$ cat src/rtl/sps_pkg.sv
package sps_pkg;

    typedef enum logic [1:0] {
        TX_IDLE  = 2'd0,
        TX_ARMED = 2'd1,
        TX_SHIFT = 2'd2
    } tx_state_t;

    typedef enum logic {
        RX_COLLECT = 1'b0,
        RX_COMMIT  = 1'b1
    } rx_state_t;

    // Number of bits per word for a length select code; step is W/4.
    function automatic int word_bits(input logic [1:0] sel, input int step);
        return step * (int'(sel) + 1);
    endfunction

endpackage

$ cat src/rtl/sps_tx.sv
module sps_tx
    import sps_pkg::*;
#(
    parameter int W = 32
) (
    input  logic         clk,
    input  logic         rst_n,
    input  logic [1:0]   len_sel,
    input  logic         ser_rise,
    input  logic [W-1:0] tx_data,
    input  logic         tx_load,
    output logic         tx_ready,
    output logic         sd_out
);
    localparam int STEP = W / 4;
    localparam int CW   = $clog2(W + 1);

    tx_state_t      state_q, state_d;
    logic [W-1:0]   shreg_q;
    logic [CW-1:0]  cnt_q;
    logic [CW-1:0]  len_q;
    logic [CW-1:0]  load_len;
    logic           last_bit;

    assign load_len = CW'(word_bits(len_sel, STEP));
    assign last_bit = (cnt_q == len_q);

    // state register
    always_ff @(posedge clk or negedge rst_n) begin
        if (!rst_n) state_q <= TX_IDLE;
        else        state_q <= state_d;
    end

    // next-state logic
    always_comb begin
        state_d = state_q;
        unique case (state_q)
            TX_IDLE:  if (tx_load)  state_d = TX_ARMED;
            TX_ARMED: if (ser_rise) state_d = TX_SHIFT;
            TX_SHIFT: if (ser_rise && last_bit) state_d = TX_IDLE;
            default:  state_d = TX_IDLE;
        endcase
    end

    // datapath and outputs
    always_ff @(posedge clk or negedge rst_n) begin
        if (!rst_n) begin
            shreg_q <= '0;
            cnt_q   <= '0;
            len_q   <= CW'(W);
            sd_out  <= 1'b0;
        end else begin
            unique case (state_q)
                TX_IDLE: begin
                    if (tx_load) begin
                        // left-align so bit len-1 sits at the top
                        shreg_q <= tx_data << (W - int'(load_len));
                        len_q   <= load_len;
                        cnt_q   <= '0;
                    end
                end
                TX_ARMED: begin
                    if (ser_rise) begin
                        sd_out  <= shreg_q[W-1];
                        shreg_q <= shreg_q << 1;
                        cnt_q   <= CW'(1);
                    end
                end
                TX_SHIFT: begin
                    if (ser_rise && !last_bit) begin
                        sd_out  <= shreg_q[W-1];
                        shreg_q <= shreg_q << 1;
                        cnt_q   <= cnt_q + 1'b1;
                    end
                end
                default: ;
            endcase
        end
    end

    assign tx_ready = (state_q == TX_IDLE);

    AST_TX_HOLD_NO_RISE: assert property (@(posedge clk) disable iff (!rst_n)
        !ser_rise |=> $stable(sd_out));
    AST_TX_LOAD_TAKEN: assert property (@(posedge clk) disable iff (!rst_n)
        (tx_ready && tx_load) |=> !tx_ready);
    AST_TX_RISE_IGNORED_ON_LOAD: assert property (@(posedge clk) disable iff (!rst_n)
        (tx_ready && tx_load) |=> (cnt_q == '0));
    AST_TX_CNT_BOUND: assert property (@(posedge clk) disable iff (!rst_n)
        (state_q == TX_SHIFT) |-> (cnt_q >= CW'(1) && cnt_q <= len_q));

endmodule

$ cat src/rtl/sps_rx.sv
module sps_rx
    import sps_pkg::*;
#(
    parameter int W = 32
) (
    input  logic         clk,
    input  logic         rst_n,
    input  logic [1:0]   len_sel,
    input  logic         ser_fall,
    input  logic         sd_in,
    input  logic         rx_read,
    output logic [W-1:0] rx_word,
    output logic         rx_valid,
    output logic         rx_overrun
);
    localparam int STEP = W / 4;
    localparam int CW   = $clog2(W + 1);

    rx_state_t      state_q, state_d;
    logic [W-1:0]   shreg_q;
    logic [W-1:0]   shreg_nx;
    logic [W-1:0]   done_q;
    logic [W-1:0]   len_mask;
    logic [CW-1:0]  cnt_q;
    logic [CW-1:0]  len_q;
    logic [CW-1:0]  cur_len;
    logic           word_end;

    // length is taken live on the first bit, latched afterwards
    assign cur_len  = (cnt_q == '0) ? CW'(word_bits(len_sel, STEP)) : len_q;
    assign shreg_nx = {shreg_q[W-2:0], sd_in};
    assign word_end = ser_fall && ((cnt_q + 1'b1) == cur_len);
    assign len_mask = {W{1'b1}} >> (W - int'(cur_len));

    // state register
    always_ff @(posedge clk or negedge rst_n) begin
        if (!rst_n) state_q <= RX_COLLECT;
        else        state_q <= state_d;
    end

    // next-state logic
    always_comb begin
        state_d = state_q;
        unique case (state_q)
            RX_COLLECT: if (word_end) state_d = RX_COMMIT;
            RX_COMMIT:  state_d = RX_COLLECT;
            default:    state_d = RX_COLLECT;
        endcase
    end

    // shift register and bit counter
    always_ff @(posedge clk or negedge rst_n) begin
        if (!rst_n) begin
            shreg_q <= '0;
            cnt_q   <= '0;
            len_q   <= CW'(W);
            done_q  <= '0;
        end else if (ser_fall) begin
            shreg_q <= shreg_nx;
            if (cnt_q == '0) len_q <= cur_len;
            if (word_end) begin
                done_q <= shreg_nx & len_mask;
                cnt_q  <= '0;
            end else begin
                cnt_q  <= cnt_q + 1'b1;
            end
        end
    end

    // receive buffer and flags
    always_ff @(posedge clk or negedge rst_n) begin
        if (!rst_n) begin
            rx_word    <= '0;
            rx_valid   <= 1'b0;
            rx_overrun <= 1'b0;
        end else begin
            unique case (state_q)
                RX_COMMIT: begin
                    rx_word    <= done_q;
                    rx_valid   <= 1'b1;
                    rx_overrun <= (rx_overrun || rx_valid) && !rx_read;
                end
                RX_COLLECT: begin
                    if (rx_read) begin
                        rx_valid   <= 1'b0;
                        rx_overrun <= 1'b0;
                    end
                end
                default: ;
            endcase
        end
    end

    AST_RX_WORD_HELD: assert property (@(posedge clk) disable iff (!rst_n)
        (state_q != RX_COMMIT) |=> $stable(rx_word));
    AST_RX_VALID_ON_COMMIT: assert property (@(posedge clk) disable iff (!rst_n)
        (state_q == RX_COMMIT) |=> rx_valid);
    AST_RX_OVR_NEEDS_VALID: assert property (@(posedge clk) disable iff (!rst_n)
        $rose(rx_overrun) |-> $past(rx_valid));
    AST_RX_READ_CLEARS: assert property (@(posedge clk) disable iff (!rst_n)
        (rx_read && state_q == RX_COLLECT) |=> (!rx_valid && !rx_overrun));
    AST_RX_COMMIT_ONE_CYCLE: assert property (@(posedge clk) disable iff (!rst_n)
        (state_q == RX_COMMIT) |=> (state_q == RX_COLLECT));
    AST_RX_UPPER_ZERO: assert property (@(posedge clk) disable iff (!rst_n)
        (state_q == RX_COMMIT && len_q == CW'(STEP)) |=> (rx_word[W-1:STEP] == '0));

endmodule

$ cat src/rtl/sps_core.sv
module sps_core
    import sps_pkg::*;
#(
    parameter int W = 32
) (
    input  logic         clk,
    input  logic         rst_n,
    input  logic [1:0]   len_sel,
    input  logic         ser_rise,
    input  logic         ser_fall,
    input  logic [W-1:0] tx_data,
    input  logic         tx_load,
    output logic         tx_ready,
    output logic         sd_out,
    input  logic         sd_in,
    output logic [W-1:0] rx_word,
    output logic         rx_valid,
    input  logic         rx_read,
    output logic         rx_overrun
);

    sps_tx #(.W(W)) u_tx (
        .clk      (clk),
        .rst_n    (rst_n),
        .len_sel  (len_sel),
        .ser_rise (ser_rise),
        .tx_data  (tx_data),
        .tx_load  (tx_load),
        .tx_ready (tx_ready),
        .sd_out   (sd_out)
    );

    sps_rx #(.W(W)) u_rx (
        .clk        (clk),
        .rst_n      (rst_n),
        .len_sel    (len_sel),
        .ser_fall   (ser_fall),
        .sd_in      (sd_in),
        .rx_read    (rx_read),
        .rx_word    (rx_word),
        .rx_valid   (rx_valid),
        .rx_overrun (rx_overrun)
    );

endmodule

$ cat config.mk
export PLATFORM = sky130hd
export DESIGN_NAME = sps_core
export DESIGN_NICKNAME = d
export VERILOG_FILES = /design/src/rtl/sps_pkg.sv /design/src/rtl/sps_tx.sv /design/src/rtl/sps_rx.sv /design/src/rtl/sps_core.sv
export SDC_FILE = /design/constraint.sdc
export NUM_CORES = 1
export LEC_CHECK = 0
export ABC_AREA = 0
export ABC_CLOCK_PERIOD_IN_PS = 3500
export BUFFER_PORTS_ARGS = -buffer_cell sky130_fd_sc_hd__buf_2
export CELL_PAD_IN_SITES_DETAIL_PLACEMENT = 1
export CELL_PAD_IN_SITES_GLOBAL_PLACEMENT = 1
export CORE_MARGIN = 2
export CORE_UTILIZATION = 40
export CTS_BUF_LIST = sky130_fd_sc_hd__clkbuf_4
export DETAILED_ROUTE_END_ITERATION = 8
export HOLD_SLACK_MARGIN = 0.03
export PLACE_DENSITY_LB_ADDON = 0.2
export SKIP_CTS_REPAIR_TIMING = 1
export SYNTH_ARGS = -nofsm -noshare
export SYNTH_HDL_FRONTEND = slang
export SYNTH_HIERARCHICAL = 1
export SYNTH_SLANG_ARGS = --single-unit
$ cat constraint.sdc
create_clock -name clk -period 3.5 [get_ports clk]
set_input_delay 0.175 -clock clk [delete_from_list [all_inputs] [get_ports clk]]
set_output_delay 0.175 -clock clk [all_outputs]
set_load 0.02 [all_outputs]
; After elaboration in Yosys (flattened, before gate mapping)
; Cells that the tools add are included.
[op_classes]
reduce_logical = 17
n_eq_ne = 9
shift = 2
addsub = 5
muxes = 22
bitwise = 2
[ops]
columns = op, count
row1 = $mux W32, 3
row2 = $pmux W32 S3, 1
row3 = $and A32 B32 Y32, 1
row4 = $shl A32 B32 Y32, 1
row5 = $shr A32 B32 Y32 const A, 1
row6 = $mux W6, 5
row7 = $pmux W6 S3, 1
row8 = $sub A6 B6 Y7 const A, 2
row9 = $add A6 B1 Y6 const B, 2
row10 = $eq A6 B6 Y1, 2
row11 = $pmux W1 S2, 4
row12 = $logic_not A6 Y1, 1
row13 = $mux W2, 3
row14 = $ne A2 B2 Y1 const B, 3
row15 = $pmux W2 S3, 1
row16 = $reduce_and A2 Y1, 3
row17 = $reduce_and A3 Y1, 2
row18 = $logic_and A1 B1 Y1, 4
row19 = $mux W1, 4
row20 = $ne A2 B1 Y1 const B, 2
row21 = $reduce_and A4 Y1, 1
row22 = $add A2 B1 Y3 const B, 1
row23 = $reduce_bool A3 Y1, 1
row24 = $eq A2 B1 Y1 const B, 1
row25 = 6 further kinds, 7
[totals]
word_cells = 70
input_bits = 41
output_inout_bits = 36
register_bits = 154

; Logic depth before layout (Yosys ltp)
[depth]
depth_word = 6
ltp_mapped = 14
depth_no_buf = 12

; Hierarchy
; The synthesis kept the hierarchy.
[by_module_without_submodules]
columns = module, area_each_um2, cells_each, instances, seq_area_each_um2
row1 = sps_rx, 4963.5, 401, 1, 2753.9
row2 = sps_tx, 2951.6, 282, 1, 1102.3

; Least setup slack after synthesis
; Ideal clock, no wire load.
[synth_timing]
path_type = reg2reg
start = register u_rx.cnt_q[0]
end = register u_rx.done_q[14]
period_less_slack_ns = 3.280
setup_ns = 0.067
setup_slack_ns = 0.220
path_stages_with_launch = 14
n_path_buf = 2
required_time_ns = 3.433
t_arrival_ns = 3.213
cell_sequence = dfrtp_1 -> inv_1 -> ha_1 -> or3b_1 -> buf_4 -> o21ai_4 -> ha_1 -> clkbuf_1 -> or4b_2 -> nand2_1 -> o21ai_0 -> or3_1 -> o21ai_0 -> a32o_1
[synth_between]
elab_chain_len = 5
elab_cells_between_ends = 9
classes_between = add/sub (2) / eq/ne (1) / shift (1) / mux (1) / bitwise (1) / reduce/logical (3)
[synth_rtl]
columns = element, line_no
row1 = "start, declared", sps_rx.sv:24  ; logic [CW-1:0] cnt_q;
row2 = "start signal, assigned", sps_rx.sv:65  ; cnt_q <= cnt_q + 1'b1;
row3 = $logic_not A6 Y1, sps_rx.sv:30  ; assign cur_len = (cnt_q == '0) ? CW'(word_bits(len_sel, STEP)) : len_q;
row4 = $mux W6, sps_rx.sv:30
row5 = $sub A6 B6 Y7 or $eq A6 B6 Y1 (tied branches), "sps_rx.sv:33, sps_rx.sv:32"
row6 = $shr A32 B32 Y32 or $logic_and A1 B1 Y1 (tied branches), "sps_rx.sv:33, sps_rx.sv:32"
row7 = $and A32 B32 Y32 or $reduce_and A2 Y1 (tied branches), -
row8 = "end signal, assigned", sps_rx.sv:62  ; done_q <= shreg_nx & len_mask;
row9 = "end, declared", sps_rx.sv:22  ; logic [W-1:0] done_q;
; Several ways; a longest one is shown, not always the timed one.
; A chain may end at the register's enable or synchronous reset.

; Worst setup path in the final report
; Same ends and word-level chain as after synthesis.

==> results_dict.tcl <==
set metrics [dict create \
    outcome "finished clean" \
    antenna_found_initial 1 \
    syn_to_final_growth_pct 13.1 \
    fin_ws_ns 0.202 \
    drt_iter0_drc 176 \
    final_layout_size_suffix_gt1_frac 0.324 \
    clock_path_buffers 2 \
    multi_input_area_mm2 0.00373 \
    grt_start_max_net_pins 75 \
    cp.required_ns 3.99 \
    port_buffers 76 \
    start_kind "register" \
    hold_slack_ns 0.0770 \
    synthFlopType "dfrtp_1" \
    arrival_ns 3.79 \
    path_max_fanout 6 \
    root_buffer "clkbuf_4" \
    wire_per_inst_um 19.2 \
    io_pins 77 \
    syn-instance-count 683 \
    layout_commonest_cell "dfrtp_1" \
    final_cell_mix "dfrtp_1, mux2_2, buf_2, nand2_1, o21ai_0" \
    seq_area_frac_synth 0.487 \
    avgSynthCellArea_um2 11.6 \
    worstSetupPathType "reg -> reg" \
    initial_core_util 0.407 \
    fin_crit_sh 0.942 \
    clkSlewWorstSetupHoldPaths_ns 0.14 \
    fin_skew_ns 0.0202 \
    cts.sinks 154 \
    core-area_mm2 0.0195 \
    cts_buffers 17 \
    ys_types 68 \
    netlist.area_leader.share 0.481 \
    vias 5732 \
    die_w_um 145 \
    placed_area_mm2 0.00860 \
    end_kind "register" \
    drc_errors 0 \
    finalCriticalPeriod_ns 3.30 \
    slew_viol_final 0 \
    async_reset_ff_frac 1.00 \
    final_antenna_net_count 0 \
    slew_headroom 0.418 \
    die_area_mm2 0.0209 \
    clk_latency_ns 0.56 \
    nets 820 \
    design_area_mm2 0.00895 \
    overflow 0 \
    pre_cts_ws_ns 0.163 \
    viasPerCell 5.49 \
    synth_seq_cells 154 \
    place.gp.congestion 0.825 \
    tritoncts "built" \
    power_density_mw_per_mm2 798 \
    hold_class "in -> reg" \
    fmax_mhz 303 \
    firstDrtPassIters 5 \
    rsz0062_at_grt "no" \
    register_area_mm2 0.00386 \
    syn_area_mm2 0.00792 \
    routed_wl_um 20100 \
    placementRows 51 \
    finalHoldViolations 0 \
    dp_hpwl_um 14300 \
    yosys_warnings 6 \
    synth.area.top_cells "dfrtp_1, mux2_2, a32o_1, o21ai_0, nand2_1" \
    synth_edf_count 0 \
    dieHeight_um 145 \
    grt_use_total 0.201 \
    grt_pass1_vias 6090 \
    leakagePower_nw 4.14 \
    yosys.area.top_type "dfrtp_1" \
    setup_viol 0 \
    worst_slew_pin_slew_ns 0.873 \
    finalSetupTns_ns 0 \
    max_cap_viol_count 0 \
    grt_pass1_wl_um 32500 \
    worst_ir_drop_vdd_uv 269 \
    synth_nets 737 \
    fill_cells 2145 \
    htreeDepth 4 \
]
synth_stat cells (5+ instances only):
master	n
buf_2	11
nor3_1	7
o21ai_0	40
a21oi_1	32
nand2_1	52
inv_1	29
xnor2_1	7
nor2_1	18
mux4_1	5
buf_6	6
nand3_1	8
nand2b_1	7
and3_1	5
nor4_1	5
ha_1	13
buf_1	5
a32o_1	21
dfrtp_1	152
nor2b_1	7
a22o_1	12
clkbuf_1	18
nand3b_1	17
mux2i_1	10
a22oi_1	7
mux2_2	103
critical path, cell delays in order, from the launching register on:
cell and delay, ns:
dfrtp_1 0.47, inv_1 0.13, ha_1 0.16, or3b_1 0.41, o21ai_4 0.18, ha_2 0.25, or4b_2 0.61, nand2_1 0.11
o21ai_0 0.11, or3_1 0.42, o21ai_0 0.21, a32o_1 0.19
registers in the layout, indices dropped and copies added (netlist names):
register and flops:
u_rx/cnt_q 6, u_rx/done_q 32, u_rx/len_q 6, u_rx/rx_overrun 1, u_rx/rx_valid 1, u_rx/rx_word 32
u_rx/shreg_q 31, u_rx/state_q 1, u_tx/cnt_q 6, u_tx/len_q 3, u_tx/sd_out 1, u_tx/shreg_q 32
u_tx/state_q 2
area by class of cell:
class | instances | area share
multi-input cells | 457 | 0.417
well taps | 265 | 0.0370
inverters | 29 | 0.0122
clock buffers | 18 | 0.0151
clock inverters | 13 | 0.0136
repair buffers | 107 | 0.0745
diodes | 1 | 0.000280
flip-flops and latches | 154 | 0.431
kinds of logic after synthesis:
group | count (synthesis) | share of synthesized area
AOI/OAI and AO/OA | 149 | 0.134
xor gates and xnor gates | 11 | 0.0131
adders and majority gates | 13 | 0.0206
buffers and inverters | 72 | 0.0439
DFF | 154 | 0.487
muxes | 123 | 0.187
and+or+nand+nor | 161 | 0.114
report_power, final:
part           leakage (nW)  switching [W]  total (W)  internal [W]
Combinational          1.99        0.00188    0.00334       0.00146
Clock                 0.130       0.000662    0.00102      0.000360
Sequential             2.03       0.000440    0.00278       0.00234
final timing paths:
check | end | from | cells past startpoint | slack [ns]
setup / recovery | u_rx/done_q[14]$_DFFE_PN0P_ | u_rx/cnt_q[0]$_DFFE_PN0P_ | 11 | 0.20
hold / removal | u_tx/shreg_q[23]$_DFFE_PN0P_ | tx_data[23] | 4 | 0.08
setup reg to reg | u_rx/done_q[14]$_DFFE_PN0P_ | u_rx/cnt_q[0]$_DFFE_PN0P_ | 11 | 0.20
hold reg to reg | u_rx/done_q[3]$_DFFE_PN0P_ | u_rx/done_q[3]$_DFFE_PN0P_ | 1 | 0.51
max in group asynchronous | u_rx/done_q[22]$_DFFE_PN0P_ | rst_n | 3 | 2.48
min in group asynchronous | u_tx/state_q[0]$_DFFE_PN0P_ | rst_n | 2 | 0.17
routing by layer:
layer | vias up | global-route usage | share of wire
li1 | 2676 | - | -
met1 | 2922 | 0.259 | 0.45
met2 | 113 | 0.347 | 0.50
met3 | 21 | 0.0372 | 0.031
met4 | 0 | 0.0562 | 0.014
met5 | - | 0 | 0
metrics by stage:
step                 util  instances  total power (W)
global route        0.460       1044          0.00768
finish              0.460       1044          0.00715
detailed placement  0.442       1003          0.00616
floorplan               -        683          0.00512
global placement    0.442       1003          0.00600
CTS                 0.455       1034          0.00721
Power figures use the tool's default switching activity.
